===== src/rtl/fdc_sts_pkg.sv =====
package fdc_sts_pkg;
  parameter int unsigned ADDR_W   = 10;
  parameter logic [ADDR_W-1:0] STS_ADDR = 10'h3F1;

  // bit order is the host-visible layout
  typedef struct packed {
    logic [1:0] rsvd;
    logic       ds0;
    logic       wd_tog;
    logic       rd_tog;
    logic       wgate;
    logic       mot1;
    logic       mot0;
  } sts_reg_t;

  localparam int unsigned STS_W = $bits(sts_reg_t);
endpackage


===== src/rtl/fdc_sts_edge.sv =====
module fdc_sts_edge #(
  parameter int unsigned SYNC_STAGES = 2
) (
  input  logic clk_i,
  input  logic rst_ni,
  input  logic pin_ni,
  output logic rise_o,
  output logic toggle_o
);
  localparam int unsigned LAST = SYNC_STAGES - 1;

  logic [LAST:0] sync_q;
  logic          prev_q;
  logic          tog_q;

  // idle level of the active-low line is 1: reset there so no false edge
  always_ff @(posedge clk_i or negedge rst_ni) begin
    if (!rst_ni) begin
      sync_q <= '1;
      prev_q <= 1'b1;
    end else begin
      sync_q <= {sync_q[LAST-1:0], pin_ni};
      prev_q <= sync_q[LAST];
    end
  end

  assign rise_o = sync_q[LAST] & ~prev_q;

  always_ff @(posedge clk_i or negedge rst_ni) begin
    if (!rst_ni) tog_q <= 1'b0;
    else if (rise_o) tog_q <= ~tog_q;
  end

  assign toggle_o = tog_q;

  assert_tog_flip_R5: assert property (@(posedge clk_i) disable iff (!rst_ni)
    rise_o |=> (tog_q != $past(tog_q)));
  assert_tog_hold_R6: assert property (@(posedge clk_i) disable iff (!rst_ni)
    !rise_o |=> $stable(tog_q));
endmodule


===== src/rtl/fdc_sts_rdport.sv =====
module fdc_sts_rdport
  import fdc_sts_pkg::*;
(
  input  logic [ADDR_W-1:0] addr_i,
  input  logic              rd_i,
  input  logic              ps2_mode_i,
  input  sts_reg_t          reg_i,
  output logic [STS_W-1:0]  data_o,
  output logic              oe_o
);
  logic hit;

  assign hit    = rd_i && (addr_i == STS_ADDR);
  assign oe_o   = hit && ps2_mode_i;
  assign data_o = oe_o ? reg_i : '0;
endmodule


===== src/rtl/fdc_sts_top.sv =====
module fdc_sts_top
  import fdc_sts_pkg::*;
#(
  parameter int unsigned SYNC_STAGES = 2
) (
  input  logic              clk_i,
  input  logic              rst_ni,
  input  logic              soft_rst_i,
  input  logic              ps2_mode_i,
  input  logic [ADDR_W-1:0] addr_i,
  input  logic              rd_i,
  input  logic              wr_i,
  output logic [STS_W-1:0]  data_o,
  output logic              data_oe_o,
  input  logic              mot_en0_i,
  input  logic              mot_en1_i,
  input  logic              wgate_i,
  input  logic              dor_ds0_i,
  input  logic              rdata_ni,
  input  logic              wdata_ni
);
  sts_reg_t sts;
  logic     pins_q_mot0, pins_q_mot1, pins_q_wg, pins_q_ds0;
  logic     rd_tog, wd_tog, rd_rise, wd_rise;
  logic     live_q;

  // pin levels captured; only hardware reset clears them
  always_ff @(posedge clk_i or negedge rst_ni) begin
    if (!rst_ni) begin
      pins_q_mot0 <= 1'b0;
      pins_q_mot1 <= 1'b0;
      pins_q_wg   <= 1'b0;
      pins_q_ds0  <= 1'b0;
      live_q      <= 1'b0;
    end else begin
      pins_q_mot0 <= mot_en0_i;
      pins_q_mot1 <= mot_en1_i;
      pins_q_wg   <= wgate_i;
      pins_q_ds0  <= dor_ds0_i;
      live_q      <= 1'b1;
    end
  end

  fdc_sts_edge #(.SYNC_STAGES(SYNC_STAGES)) u_rd_edge (
    .clk_i(clk_i), .rst_ni(rst_ni), .pin_ni(rdata_ni),
    .rise_o(rd_rise), .toggle_o(rd_tog));

  fdc_sts_edge #(.SYNC_STAGES(SYNC_STAGES)) u_wd_edge (
    .clk_i(clk_i), .rst_ni(rst_ni), .pin_ni(wdata_ni),
    .rise_o(wd_rise), .toggle_o(wd_tog));

  always_comb begin
    sts.rsvd   = 2'b11;
    sts.ds0    = pins_q_ds0;
    sts.wd_tog = wd_tog;
    sts.rd_tog = rd_tog;
    sts.wgate  = pins_q_wg;
    sts.mot1   = pins_q_mot1;
    sts.mot0   = pins_q_mot0;
  end

  fdc_sts_rdport u_rdport (
    .addr_i(addr_i), .rd_i(rd_i), .ps2_mode_i(ps2_mode_i),
    .reg_i(sts), .data_o(data_o), .oe_o(data_oe_o));

  assert_oe_decode_R1: assert property (@(posedge clk_i) disable iff (!rst_ni)
    data_oe_o |-> (rd_i && addr_i == STS_ADDR));
  assert_at_float_R2: assert property (@(posedge clk_i) disable iff (!rst_ni)
    !ps2_mode_i |-> !data_oe_o);
  assert_mot0_R3: assert property (@(posedge clk_i) disable iff (!rst_ni)
    (live_q && data_oe_o) |-> data_o[0] == $past(mot_en0_i));
  assert_ds0_R7: assert property (@(posedge clk_i) disable iff (!rst_ni)
    (live_q && data_oe_o) |-> data_o[5] == $past(dor_ds0_i));
  assert_rsvd_R8: assert property (@(posedge clk_i) disable iff (!rst_ni)
    data_oe_o |-> data_o[7:6] == 2'b11);
  assert_soft_R10: assert property (@(posedge clk_i) disable iff (!rst_ni)
    (soft_rst_i && !rd_rise && !wd_rise) |=> ($stable(rd_tog) && $stable(wd_tog)));
  assert_wr_R11: assert property (@(posedge clk_i) disable iff (!rst_ni)
    (wr_i && !rd_rise && !wd_rise) |=> ($stable(rd_tog) && $stable(wd_tog)));
  assert_idle_zero_R12: assert property (@(posedge clk_i) disable iff (!rst_ni)
    !data_oe_o |-> data_o == '0);
endmodule


===== config.mk =====
export PLATFORM = sky130hd
export DESIGN_NAME = fdc_sts_top
export DESIGN_NICKNAME = d
export VERILOG_FILES = /design/src/rtl/fdc_sts_pkg.sv /design/src/rtl/fdc_sts_edge.sv /design/src/rtl/fdc_sts_rdport.sv /design/src/rtl/fdc_sts_top.sv
export SDC_FILE = /design/constraint.sdc
export NUM_CORES = 1
export LEC_CHECK = 0
export BUFFER_PORTS_ARGS = -buffer_cell sky130_fd_sc_hd__buf_2
export CORE_AREA = 2 2 39 41
export DETAILED_ROUTE_END_ITERATION = 16
export DIE_AREA = 0 0 41 43
export GPL_TIMING_DRIVEN = 0
export PLACE_DENSITY = 0.79
export SYNTH_ARGS = -nofsm -noshare
export SYNTH_HDL_FRONTEND = slang
export SYNTH_SLANG_ARGS = --single-unit

===== constraint.sdc =====
create_clock -name clk_i -period 1.5 [get_ports clk_i]
set_input_delay 0.15 -clock clk_i [delete_from_list [all_inputs] [get_ports clk_i]]
set_output_delay 0.15 -clock clk_i [all_outputs]
set_load 0.02 [all_outputs]

==> impl_results.md <==
- Final setup fails: 0
- Area delta synth->final: 50.7%
- Net Sw Frac: 0.218
- Ys Warns: 0
- Synth Register Bits: 12
- Critical Path Start Type: input port
- Outcome: finished, final reports clean
- Worst-Margin Slew: 0.298 ns
- Vias: 440
- Clock buffer depth: 2
- Root Driver: clkbuf_4
- I/O pin cnt: 31
- Mapped cell area: 505 µm²
- Max-slew headroom: 0.800
- First-pass DRT Iterations: 3
- Power density cells: 898 nW/µm²
- Post-CTS Setup Bufs: 0
- Gr usage total: 0.118
- Largest net degree at the start of global routing: 13
- Clk Latency, worst-skew pair: 0.26 ns
- Reg clk slew, reported paths: 0.07 ns
- Multi-input gate area: 179 µm²
- Req. time, crit path: 1.35 ns
- FILL cells: 128
- Arr. time, crit path: 1.17 ns
- Worst path cell trace: buf_2, nand4b_2, nor3_1, buf_4, buf_2
- Setup TNS: 0 ns
- TritonCTS clock tree: built
- Post-Syn Instances: 35
- Vias in the first global route: 389
- Fmax: 0.760 GHz
- DRC Markers: 0
- P_sw: 0.000149 W
- CTS buffer count: 3
- Die width: 41 µm
- DR WL/cell: 11.0 µm
- Post-synthesis sequential area ratio: 0.609
- Comb power frac: 0.143
- Worst Path Max Fanout: 7
- # diodes: 0
- Die area: 1760 µm²
- Lkg Pwr: 0.355 nW
- Routed WL: 989 µm
- Initial drt markers: 4
- WS Path Type: input port to output port
- Die Height: 43 µm
- Final Util: 0.551
- Endpoint class of the critical path: output port
- RSZ-0062 raised after global routing: no
- Starting Density: 0.365
- Max-slew violations: 0
- Crit path top cell by count: buf_2
- Int Power: 0.000535 W
- Worst hold path type: input port to asynchronous set/reset pin
- Post-Syn Nets: 57
- Core ar.: 1380 µm²
- Crit path largest cell delay: 0.33 ns
- Via-to-Cell Ratio: 4.89
- Unique cell type count in the Yosys netlist: 11
- Clk_skew: 0.00499 ns
- RD Place Congestion: 0.666
- Port Buffer Count: 28
- Nets: 97
- Hold Fails Final Rpt: 0
- Rows: 14
- Fin crit period: 1.32 ns
- Global-route wire length before repair: 1350 µm
- Tcrit/Tclk final: 0.877
- Max-cap violations: 0
- Peak VDD IR: 0.602 mV
- Antenna-violating nets left: 0
- Syn avg cell area: 14.4 µm²
- H-Tree Level Count: 1
- Clock power share: 0.281
- Clock sink total: 12
- Reg power frac: 0.576
- Initial antenna violation count: 0
- Layout cells sized above 1: 0.554
- Total grt overflow: 0
- Slowest cell on crit path: nor3_1
- Register area: 308 µm²
## final cells by class
cell class | instances | share of cell area
buffer | 2 | 0.0197
clock buffer | 4 | 0.0345
inverter | 1 | 0.00493
multi-input combinational | 20 | 0.235
sequential | 12 | 0.404
tap | 16 | 0.0263
timing repair buffer | 35 | 0.276
## synth_stat cells
| master | count | share of area |
|---|---|---|
| nand4bb_1 | 7 | 0.16 |
| dfrtp_1 | 6 | 0.30 |
| dfstp_2 | 6 | 0.31 |
| nor4_1 | 6 | 0.074 |
| buf_4 | 2 | 0.030 |
| nand2b_1 | 2 | 0.025 |
| xnor2_1 | 2 | 0.035 |
| inv_1 | 1 | 0.0074 |
| nand4_2 | 1 | 0.025 |
| nand4b_2 | 1 | 0.030 |
| nor3_1 | 1 | 0.0099 |
## worst paths after layout
kind	end	depth (start not counted)	from	slack [ns]
worst max-delay path	data_o[7]	5	addr_i[1]	0.18
worst min-delay path	u_wd_edge.toggle_o$_DFFE_PN0P_	2	rst_ni	0.29
worst max register to register	u_wd_edge.toggle_o$_DFFE_PN0P_	2	u_wd_edge.sync_q[1]$_DFF_PN1_	0.67
worst min register to register	u_rd_edge.sync_q[1]$_DFF_PN1_	0	u_rd_edge.sync_q[0]$_DFF_PN1_	0.36
max in group asynchronous	u_rd_edge.prev_q$_DFF_PN1_	2	rst_ni	0.94
min in group clk_i	u_rd_edge.sync_q[1]$_DFF_PN1_	0	u_rd_edge.sync_q[0]$_DFF_PN1_	0.36
## worst max-delay path, delay by kind of cell
kind	cells	cell delay (ns)
AND/OR/NAND/NOR	2	0.61
buffers and inverters	3	0.41
## layout by cell type, fill, tap and decap left out
master | Yosys | routed
buf_2 | 0 | 28
buf_4 | 2 | 2
clkbuf_1 | 0 | 1
clkbuf_4 | 0 | 3
dfrtp_1 | 6 | 6
dfstp_2 | 6 | 6
dlygate4sd3_1 | 0 | 7
inv_1 | 1 | 1
nand2b_1 | 2 | 2
nand4_2 | 1 | 1
nand4b_2 | 1 | 1
nand4bb_1 | 7 | 7
nor3_1 | 1 | 1
nor4_1 | 6 | 6
xnor2_1 | 2 | 2
## registers in the layout, summed over array words and instances, names as in the netlist
name                flops
u_rd_edge.toggle_o      1
u_rd_edge.prev_q        1
u_wd_edge.sync_q        2
pins_q_mot1             1
u_rd_edge.sync_q        2
u_wd_edge.prev_q        1
pins_q_ds0              1
pins_q_mot0             1
pins_q_wg               1
u_wd_edge.toggle_o      1
## power by group through the flow
stage          clock network (W)  logic [W]  registers, W
3_5_place_dp                   0  0.0000848      0.000401
2_1_floorplan                  0  0.0000426      0.000396
3_3_place_gp                   0  0.0000806      0.000399
4_1_cts                 0.000203  0.0000996      0.000395
5_1_grt                 0.000218   0.000107      0.000397
6_report                0.000192  0.0000978      0.000394
## through the flow
stage / hold slack [ns] / instance area (µm²) / total power (W) / setup slack, ns / cells
final: 0.295 / 762 / 0.000684 / 0.184 / 90
after global routing: 0.317 / 762 / 0.000722 / 0.126 / 90
after CTS: 0.280 / 762 / 0.000698 / 0.182 / 90
after detailed placement: 0.0303 / 666 / 0.000486 / 0.183 / 79
after global placement: 0.0243 / 666 / 0.000480 / 0.204 / 79
after floorplan: -0.146 / 505 / 0.000438 / 0.0511 / 35
## layer usage
metal	up-vias	track usage	routed length (µm)
li1	212	-	-
met1	193	0.111	382
met2	31	0.203	449
met3	4	0.0157	133
met4	0	0.100	24
met5	-	0	0
## cell families after synthesis
| family | count (synthesis) | share of synthesized area |
|---|---|---|
| xor gates and xnor gates | 2 | 0.0347 |
| buffers and inverters | 3 | 0.0371 |
| DFF | 12 | 0.609 |
| and+or+nand+nor | 18 | 0.319 |
## timing repair
action | in CTS | in global routing
hold endpoints to repair | 18 | 0
setup endpoints to repair | 0 | 0
hold buffers | 7 | 0
resized for setup | 0 | 0
(Power assumes the default switching activity.)
